File: src/rtl/rst_seq_pkg.sv
package rst_seq_pkg;
    typedef enum logic [1:0] {
        ST_RESET       = 2'd0,
        ST_WAIT_FLASH  = 2'd1,
        ST_WAIT_CYCLES = 2'd2,
        ST_RUN         = 2'd3
    } seq_state_t;

    localparam int DLY_W   = 3;
    localparam int DLY_MIN = 3;
    localparam int DLY_MAX = 8;

    localparam logic [15:0] PH_EARLY = 16'hFFFF;
    localparam logic [15:0] PH_LATE  = 16'h009B;
endpackage

File: src/rtl/rst_seq_filter.sv
module rst_seq_filter #(
    parameter int FILT_CYCLES = 4
) (
    input  logic clk,
    input  logic rst_req,
    output logic released
);
    localparam int CW = $clog2(FILT_CYCLES + 1);
    localparam logic [CW-1:0] CNT_FULL = CW'(FILT_CYCLES);

    logic [1:0]    sync_q;
    logic [CW-1:0] cnt_q;

    always_ff @(posedge clk or posedge rst_req) begin
        if (rst_req) begin
            sync_q <= 2'b00;
            cnt_q  <= '0;
        end else begin
            sync_q <= {sync_q[0], 1'b1};
            if (sync_q[1] && (cnt_q != CNT_FULL)) begin
                cnt_q <= cnt_q + 1'b1;
            end
        end
    end

    assign released = (cnt_q == CNT_FULL);
endmodule

File: src/rtl/rst_seq_fsm.sv
module rst_seq_fsm
    import rst_seq_pkg::*;
#(
    parameter int FLASH_TIMEOUT = 200000
) (
    input  logic             clk,
    input  logic             rst_req,
    input  logic             released,
    input  logic             boot_int,
    input  logic             flash_done,
    input  logic [DLY_W-1:0] ext_delay,
    output seq_state_t       state,
    output logic             boot_lat,
    output logic             timeout_flag
);
    localparam int CLG  = $clog2(FLASH_TIMEOUT);
    localparam int CNTW = (CLG > 4) ? CLG : 4;
    localparam logic [CNTW-1:0] TO_LAST = CNTW'(FLASH_TIMEOUT - 1);
    localparam int DLY_SPAN = DLY_MAX - DLY_MIN;

    seq_state_t    state_q, state_d;
    logic [CNTW-1:0] cnt_q;
    logic [CNTW-1:0] wc_last;
    logic          to_hit;

    always_comb begin
        if (int'(ext_delay) >= DLY_SPAN) begin
            wc_last = CNTW'(DLY_MAX - 1);
        end else begin
            wc_last = CNTW'(ext_delay) + CNTW'(DLY_MIN - 1);
        end
    end

    assign to_hit = (cnt_q == TO_LAST) && !flash_done;

    always_comb begin
        state_d = state_q;
        unique case (state_q)
            ST_RESET: begin
                if (released) begin
                    state_d = boot_int ? ST_WAIT_FLASH : ST_WAIT_CYCLES;
                end
            end
            ST_WAIT_FLASH: begin
                if (flash_done || to_hit) begin
                    state_d = ST_RUN;
                end
            end
            ST_WAIT_CYCLES: begin
                if (cnt_q == wc_last) begin
                    state_d = ST_RUN;
                end
            end
            ST_RUN: state_d = ST_RUN;
        endcase
    end

    always_ff @(posedge clk or posedge rst_req) begin
        if (rst_req) begin
            state_q <= ST_RESET;
        end else begin
            state_q <= state_d;
        end
    end

    always_ff @(posedge clk or posedge rst_req) begin
        if (rst_req) begin
            cnt_q        <= '0;
            boot_lat     <= 1'b0;
            timeout_flag <= 1'b0;
        end else begin
            if (state_d != state_q) begin
                cnt_q <= '0;
            end else if (state_q != ST_RUN && state_q != ST_RESET) begin
                cnt_q <= cnt_q + 1'b1;
            end
            if (state_q == ST_RESET && released) begin
                boot_lat <= boot_int;
            end
            if (state_q == ST_WAIT_FLASH && to_hit) begin
                timeout_flag <= 1'b1;
            end
        end
    end

    assign state = state_q;
endmodule

File: src/rtl/rst_seq_placeholder.sv
module rst_seq_placeholder
    import rst_seq_pkg::*;
(
    input  logic        clk,
    input  logic        rst_req,
    input  logic        core_running,
    input  logic        rd_req,
    input  logic        rd_fetch,
    input  logic        flash_done,
    input  logic        flash_phase2,
    output logic        ph_valid,
    output logic [15:0] ph_data,
    output logic        illegal_trap
);
    logic answer;

    assign answer = core_running && rd_req && !flash_done;

    always_ff @(posedge clk or posedge rst_req) begin
        if (rst_req) begin
            ph_valid     <= 1'b0;
            ph_data      <= '0;
            illegal_trap <= 1'b0;
        end else begin
            ph_valid     <= answer;
            ph_data      <= answer ? (flash_phase2 ? PH_LATE : PH_EARLY) : 16'h0000;
            illegal_trap <= answer && flash_phase2 && rd_fetch;
        end
    end
endmodule

File: src/rtl/rst_sequencer.sv
module rst_sequencer
    import rst_seq_pkg::*;
#(
    parameter int FILT_CYCLES   = 4,
    parameter int FLASH_TIMEOUT = 200000
) (
    input  logic        clk,
    input  logic        rst_pin_n,
    input  logic        mode_qual_n,
    input  logic        boot_int,
    input  logic [2:0]  ext_delay,
    input  logic        flash_done,
    input  logic        flash_phase2,
    input  logic        rd_req,
    input  logic        rd_fetch,
    output logic        rst_out_n,
    output logic        core_rst,
    output logic        bus_tristate,
    output logic        bus_abort,
    output logic        hold_cancel,
    output logic        port_pullup,
    output logic        flash_timeout,
    output logic        ph_valid,
    output logic [15:0] ph_data,
    output logic        illegal_trap
);
    logic       rst_req;
    logic       released;
    logic       boot_lat;
    seq_state_t state;

    assign rst_req = !rst_pin_n && !mode_qual_n;

    rst_seq_filter #(.FILT_CYCLES(FILT_CYCLES)) u_filter (
        .clk      (clk),
        .rst_req  (rst_req),
        .released (released)
    );

    rst_seq_fsm #(.FLASH_TIMEOUT(FLASH_TIMEOUT)) u_fsm (
        .clk          (clk),
        .rst_req      (rst_req),
        .released     (released),
        .boot_int     (boot_int),
        .flash_done   (flash_done),
        .ext_delay    (ext_delay),
        .state        (state),
        .boot_lat     (boot_lat),
        .timeout_flag (flash_timeout)
    );

    rst_seq_placeholder u_ph (
        .clk          (clk),
        .rst_req      (rst_req),
        .core_running (state == ST_RUN),
        .rd_req       (rd_req),
        .rd_fetch     (rd_fetch),
        .flash_done   (flash_done),
        .flash_phase2 (flash_phase2),
        .ph_valid     (ph_valid),
        .ph_data      (ph_data),
        .illegal_trap (illegal_trap)
    );

    always_comb begin
        rst_out_n    = 1'b1;
        core_rst     = 1'b1;
        bus_tristate = 1'b0;
        bus_abort    = 1'b0;
        hold_cancel  = 1'b0;
        port_pullup  = 1'b0;
        unique case (state)
            ST_RESET: begin
                rst_out_n    = 1'b0;
                bus_tristate = 1'b1;
                bus_abort    = 1'b1;
                hold_cancel  = 1'b1;
                port_pullup  = 1'b1;
            end
            ST_WAIT_FLASH:  core_rst = 1'b1;
            ST_WAIT_CYCLES: core_rst = 1'b1;
            ST_RUN:         core_rst = 1'b0;
        endcase
    end
endmodule

File: config.mk
export PLATFORM = sky130hd
export DESIGN_NAME = rst_sequencer
export DESIGN_NICKNAME = d
export VERILOG_FILES = /design/src/rtl/rst_seq_pkg.sv /design/src/rtl/rst_seq_filter.sv /design/src/rtl/rst_seq_fsm.sv /design/src/rtl/rst_seq_placeholder.sv /design/src/rtl/rst_sequencer.sv
export SDC_FILE = /design/constraint.sdc
export NUM_CORES = 1
export LEC_CHECK = 0
export ABC_AREA = 1
export BUFFER_PORTS_ARGS = -buffer_cell sky130_fd_sc_hd__buf_4
export CORE_ASPECT_RATIO = 1.2
export CORE_MARGIN = 3
export CORE_UTILIZATION = 55
export DETAILED_ROUTE_END_ITERATION = 16
export HOLD_SLACK_MARGIN = 0.02
export PLACE_DENSITY = 0.79
export RECOVER_POWER = 50
export SLEW_MARGIN = 30
export SYNTH_ARGS = -nofsm -noshare
export SYNTH_HDL_FRONTEND = slang
export SYNTH_HIERARCHICAL = 1
export SYNTH_SLANG_ARGS = --single-unit
export TNS_END_PERCENT = 5
File: constraint.sdc
create_clock -name clk -period 2.4 [get_ports clk]
set_clock_uncertainty 0.2 [all_clocks]
set_input_delay 0.12 -clock clk [delete_from_list [all_inputs] [get_ports clk]]
set_output_delay 0.12 -clock clk [all_outputs]
set_load 0.05 [all_outputs]
==> flow_metrics.tcl, run 1 <==
set metrics [dict create \
    drc 0 \
    fin_crit_ps 2169 \
    power_leakage_nw 1.100 \
    regToRegStartpoint "u_fsm/state[0]$_DFF_PP0_" \
    ant_nets 0 \
    highest_layer "met4" \
    rows 22 \
    root_buffer "clkbuf_4" \
    port_buffers 35 \
    initialDrtViolationCount 65 \
    tritoncts "yes" \
    die_height_um 69.52 \
    ir_drop_v 0.0004326 \
    fmax_ghz 0.4610 \
    clkTransAtPathRegs_ps 100 \
    wire_per_inst_um 11.09 \
    nFillCells 309 \
    design_area_mm2 0.002085 \
    antenna_found_initial 0 \
    power_density_mw_per_mm2 491.1 \
    vias_per_cell 4.875 \
    outcome "complete, no violations" \
    p_total_w 0.001024 \
    core-area_mm2 0.003138 \
    io_pins 36 \
    fp.dieW_um 58.94 \
    worstSetupStartpointType "register" \
    overflow 0 \
    grtUsageTotal_pct 18.67 \
    r2r_slack_ps 230 \
    worstSkewPairLatency_ps 320 \
    multi_input_area_um2 837.1 \
    dp_hpwl_mm 2.547 \
    grt_max_degree 22 \
    die_area_mm2 0.004097 \
    met3_length_um 255 \
    fin_nets 301 \
    grt_pass1_vias 1481 \
    cts.sinks 29 \
    hold_path_class "in -> async" \
    vias 1555 \
    maxCapViolCount 0 \
    crit_path_start "u_fsm/state[0]$_DFF_PP0_" \
    diodes 0 \
    syn_area_per_cell_um2 7.457 \
    wl_met1_mm 1.540 \
    netlist_instances 248 \
    ff_latch_area_um2 725.7 \
    critPathCaptureType "register" \
    cts_buffer_depth 2 \
    yosys_warnings 6 \
    ctsHtreeMaxLevel 2 \
    met2_length_mm 1.707 \
    setup_viol 0 \
    tightestPinTransition_ps 632.6 \
    postCtsSetupBuffers 0 \
    routabilityCongestion 0.8548 \
    dpl_cell_area_mm2 0.002014 \
    rsz0062_at_grt "false" \
    area_growth_pct 12.72 \
    grt_pass1_wl_mm 6.037 \
    cp_data_required_time_ps 2410 \
    firstDrtPassIters 4 \
    max_slew_margin_pct 58.01 \
    synth_area_mm2 0.001849 \
    cp.arrival_ps 2180 \
    final_max_slew_viol_count 0 \
    synth_nets 267 \
    cts_buffers 5 \
    crit_type "reg -> reg" \
    initial_core_util_pct 58.93 \
    setup_tns_ps 0 \
    routed_wl_mm 3.539 \
    drive_gt1_share_pct 9.541 \
    period_share_pct 90.38 \
    hold_viol_final 0 \
    critPathMaxFanout 8 \
]
[per-stage QoR]
stage / worst slack (ps) / hold slack [ps] / std cells / utilization (%)
floorplan: 381.4 / -279.6 / 248 / -
global placement: 340.9 / -180.3 / 300 / 64.19
detailed placement: 261.7 / -177.7 / 300 / 64.19
CTS: 12.44 / 32.54 / 319 / 69.46
global route: 47.89 / 101.8 / 319 / 66.43
finish: 230.9 / 101.8 / 319 / 66.43
[final timing paths]
path / end / cells after the start
setup / recovery: u_fsm/cnt_q[7]$_DFFE_PP0P_ / 7
hold reg to reg: u_filter/sync_q[1]$_DFF_PP0_ / 0
min in group clk: u_filter/sync_q[1]$_DFF_PP0_ / 0
max in group asynchronous: u_fsm/cnt_q[3]$_DFFE_PP0P_ / 6
setup reg to reg: u_fsm/cnt_q[7]$_DFFE_PP0P_ / 7
hold / removal: u_ph/ph_data[13]$_DFF_PP0_ / 4
[critical path, stage by stage, from the launching register on]
cell and delay (ps):
dfrtp_1 450, inv_1 150, ha_1 470, inv_1 200
nor2_1 240, nand3_1 120, xor2_1 160, nor2_1 60
[sequential cells by signal (all words and copies together), names as in the netlist]
signal              flops
u_filter/sync_q         2
u_fsm/state             2
u_fsm/cnt_q            18
u_filter/cnt_q          3
u_ph/illegal_trap       1
u_ph/ph_data            2
u_fsm/timeout_flag      1
[power breakdown]
group          total, W  switching, W  internal [W]
Clock          0.000282      0.000172      0.000110
Combinational  0.000199      0.000132     0.0000665
Sequential     0.000543     0.0000251      0.000518
Total           0.00102      0.000329      0.000694
[timing repair]
action / 4_1_cts / 5_1_grt
hold endpoints to repair: 35 / 0
hold buffers: 11 / 0
endpoints found under the setup margin: 0 / 22
resized for setup: 0 / 2
[placed cells by master (no fill, tap or decap), types with 2 or more instances in the layout]
master         count
nand2_1           61
clkbuf_1          26
nand3_1           13
dfrtp_1           29
nand4_1            2
buf_4              9
nor3_1             3
dlygate4sd3_1     11
nor2_2             2
inv_1             35
clkinvlp_4         2
clkbuf_4           6
o21ai_0            6
ha_1               8
xnor2_1            2
nor2_1            43
xor2_1            12
clkinv_2           2
a21oi_1            2
[layout make-up]
class                      count  area share [%]
clock inverter                 3          0.8403
timing repair buffer          47           13.57
clock buffer                   5           1.801
inverter                      36           6.663
sequential                    29           34.81
tap                           36           2.161
multi-input combinational    163           40.16
[metal layers]
layer / up-vias / GRT usage, %
met5: - / 0
met1: 716 / 22.67
met4: 0 / 6.297
met2: 39 / 31.08
met3: 4 / 5.214
li1: 796 / -
(Power assumes the default switching activity.)
==> run 2: changes to the inputs <==
--- a/config.mk
+++ b/config.mk
@@ -13,7 +13,6 @@
 export DETAILED_ROUTE_END_ITERATION = 16
 export HOLD_SLACK_MARGIN = 0.02
 export PLACE_DENSITY = 0.79
-export RECOVER_POWER = 50
 export SLEW_MARGIN = 30
 export SYNTH_ARGS = -nofsm -noshare
 export SYNTH_HDL_FRONTEND = slang
==> run 2 against run 1 <==
Largest power group unchanged. Die area did not move. Combinational power rose by 8%. Worst hold slack got worse by 0.72 ps. Sequential cell count did not move. Largest cell class unchanged. First-iteration DRC count fell by 25%. Cell area rose by 5.0%.
==> flow_metrics.tcl, run 2 (synthesis results as in run 1) <==
set metrics [dict create \
    cp.arrival_ps 2200 \
    largest_register_ffs 18 \
    fin_ws_ps 211.7 \
    overflow 0 \
    grt_max_degree 22 \
    worstSetupStartpointType "register" \
    routabilityCongestion 0.8548 \
    combPwrFrac_pct 20.6 \
    r2r_slack_ps 210 \
    vias 1548 \
    design_area_mm2 0.002190 \
    initialDrtViolationCount 49 \
    critPathCaptureType "register" \
    grtUsageMet2_pct 31.08 \
    crit_type "reg -> reg" \
    final_max_slew_viol_count 0 \
    worstSkewPairLatency_ps 320 \
    clkTransAtPathRegs_ps 100 \
    cts_buffer_depth 2 \
    drc 0 \
    grt_pass1_vias 1481 \
    drive_gt1_share_pct 20.14 \
    tritoncts "yes" \
    dp.cells 300 \
    r2r-end "u_fsm/cnt_q[7]$_DFFE_PP0P_" \
    setup_tns_ps 0 \
    maxCapViolCount 0 \
    r2r_cells 7 \
    initial_core_util_pct 58.93 \
    grt_pass1_wl_mm 6.037 \
    rsz0062_at_grt "false" \
    regToRegStartpoint "u_fsm/state[0]$_DFF_PP0_" \
    use_met1_pct 22.67 \
    cts_buffers 5 \
    power_density_mw_per_mm2 475.9 \
    core-area_mm2 0.003138 \
    vias_per_cell 4.853 \
    ant_nets 0 \
    diodes 0 \
    period_share_pct 91.18 \
    fin_nets 301 \
    io_pins 36 \
    die_height_um 69.52 \
    outcome "complete, no violations" \
    layout.cells.non_filler 319 \
    power_frac_seq_pct 52.3 \
    fp.dieW_um 58.94 \
    layout_commonest_cell "nand2_1" \
    p_sw_w 0.0003336 \
    regMostFlops "u_fsm/cnt_q" \
    firstDrtPassIters 4 \
    die_area_mm2 0.004097 \
    busiest_layer "met2" \
    dpl_cell_area_mm2 0.002014 \
    critPathMaxFanout 8 \
    sw_frac_of_total_pct 32.01 \
    cts.sinks 29 \
    fin_crit_ps 2188 \
    area_growth_pct 18.40 \
    routed_wl_mm 3.508 \
    ctsHtreeMaxLevel 2 \
    root_buffer "clkbuf_4" \
    ir_drop_v 0.0004410 \
    reg.largest.list "u_fsm/cnt_q: 18 flops, u_filter/cnt_q: 3 flops" \
    grt_util_met3_pct 5.214 \
    dp_hpwl_mm 2.547 \
    power_leakage_nw 1.205 \
    final_cell_mix "nand2_1 (58), nor2_1 (43), buf_4 (36)" \
    pre_cts_ws_ps 261.7 \
    crit_path_start "u_fsm/state[0]$_DFF_PP0_" \
    grtUsageTotal_pct 18.67 \
    clkPwrFrac_pct 27.1 \
    p_int_w 0.0007084 \
    hold_path_class "in -> async" \
    port_buffers 35 \
    antenna_found_initial 0 \
    wire_per_inst_um 11.00 \
    setup_viol 0 \
    rows 22 \
    fmax_ghz 0.4570 \
    cp_data_required_time_ps 2410 \
    hold_viol_final 0 \
]
[run 2: changes by cell type in the layout (fill, tap and decap cells not counted), sizes merged]
cell and delta:
buf +27, clkbuf -27
[run 2: power by group through the flow]
stage / logic, W / registers (W) / clock network (W)
global route: 0.000244 / 0.000548 / 0.000319
CTS: 0.000217 / 0.000545 / 0.000297
floorplan: 0.000156 / 0.000554 / 0
global placement: 0.000197 / 0.000551 / 0
detailed placement: 0.000203 / 0.000554 / 0
finish: 0.000215 / 0.000545 / 0.000283
[run 2: per-layer routing]
layer	wire (um)	vias up
met2	1680	41
met5	0	-
met1	1563	707
met4	34	0
met3	230	4
li1	-	796
[run 2: metrics by stage]
step,power (W),utilization (%),hold slack (ps)
detailed placement,0.0007569,64.19,-177.7
CTS,0.001058,69.46,32.54
global route,0.001112,69.78,101.8
finish,0.001042,69.78,101.0
global placement,0.0007482,64.19,-180.3
floorplan,0.0007106,-,-279.6
[run 2: worst max-delay path by stage]
stage                                        endpoint  slack (ps)  depth (start not counted)
final                      u_fsm/cnt_q[7]$_DFFE_PP0P_         210                          7
after global routing       u_fsm/cnt_q[7]$_DFFE_PP0P_          30                          7
after CTS                  u_fsm/cnt_q[8]$_DFFE_PP0P_          10                          6
after detailed placement  u_fsm/cnt_q[16]$_DFFE_PP0P_         260                          8
after global placement     u_fsm/cnt_q[9]$_DFFE_PP0P_         340                          7
after floorplan            u_fsm/cnt_q[9]$_DFFE_PP0P_         380                          8
[run 2: worst max-delay path, cell delays in order, from the launching register on]
cell     delay (ps)
dfrtp_1         470
inv_1           160
ha_1            470
inv_1           200
nor2_1          240
nand3_1         120
xor2_1          160
nor2_1           60
[run 2: repair_timing]
item,in CTS,in global routing
hold buffers,11,0
hold endpoints to repair,35,0
resized for setup,0,2
setup endpoints to repair,0,22
buffers inserted,0,0
[run 2: cell type report]
type | instances | area, um^2
Clock buffer | 5 | 37.54
Tap cell | 36 | 45.04
Multi-Input combinational cell | 163 | 844.6
Fill cell | 269 | 948.4
Timing Repair Buffer | 47 | 380.4
Inverter | 36 | 138.9
Sequential cell | 29 | 725.7
Clock inverter | 3 | 17.52
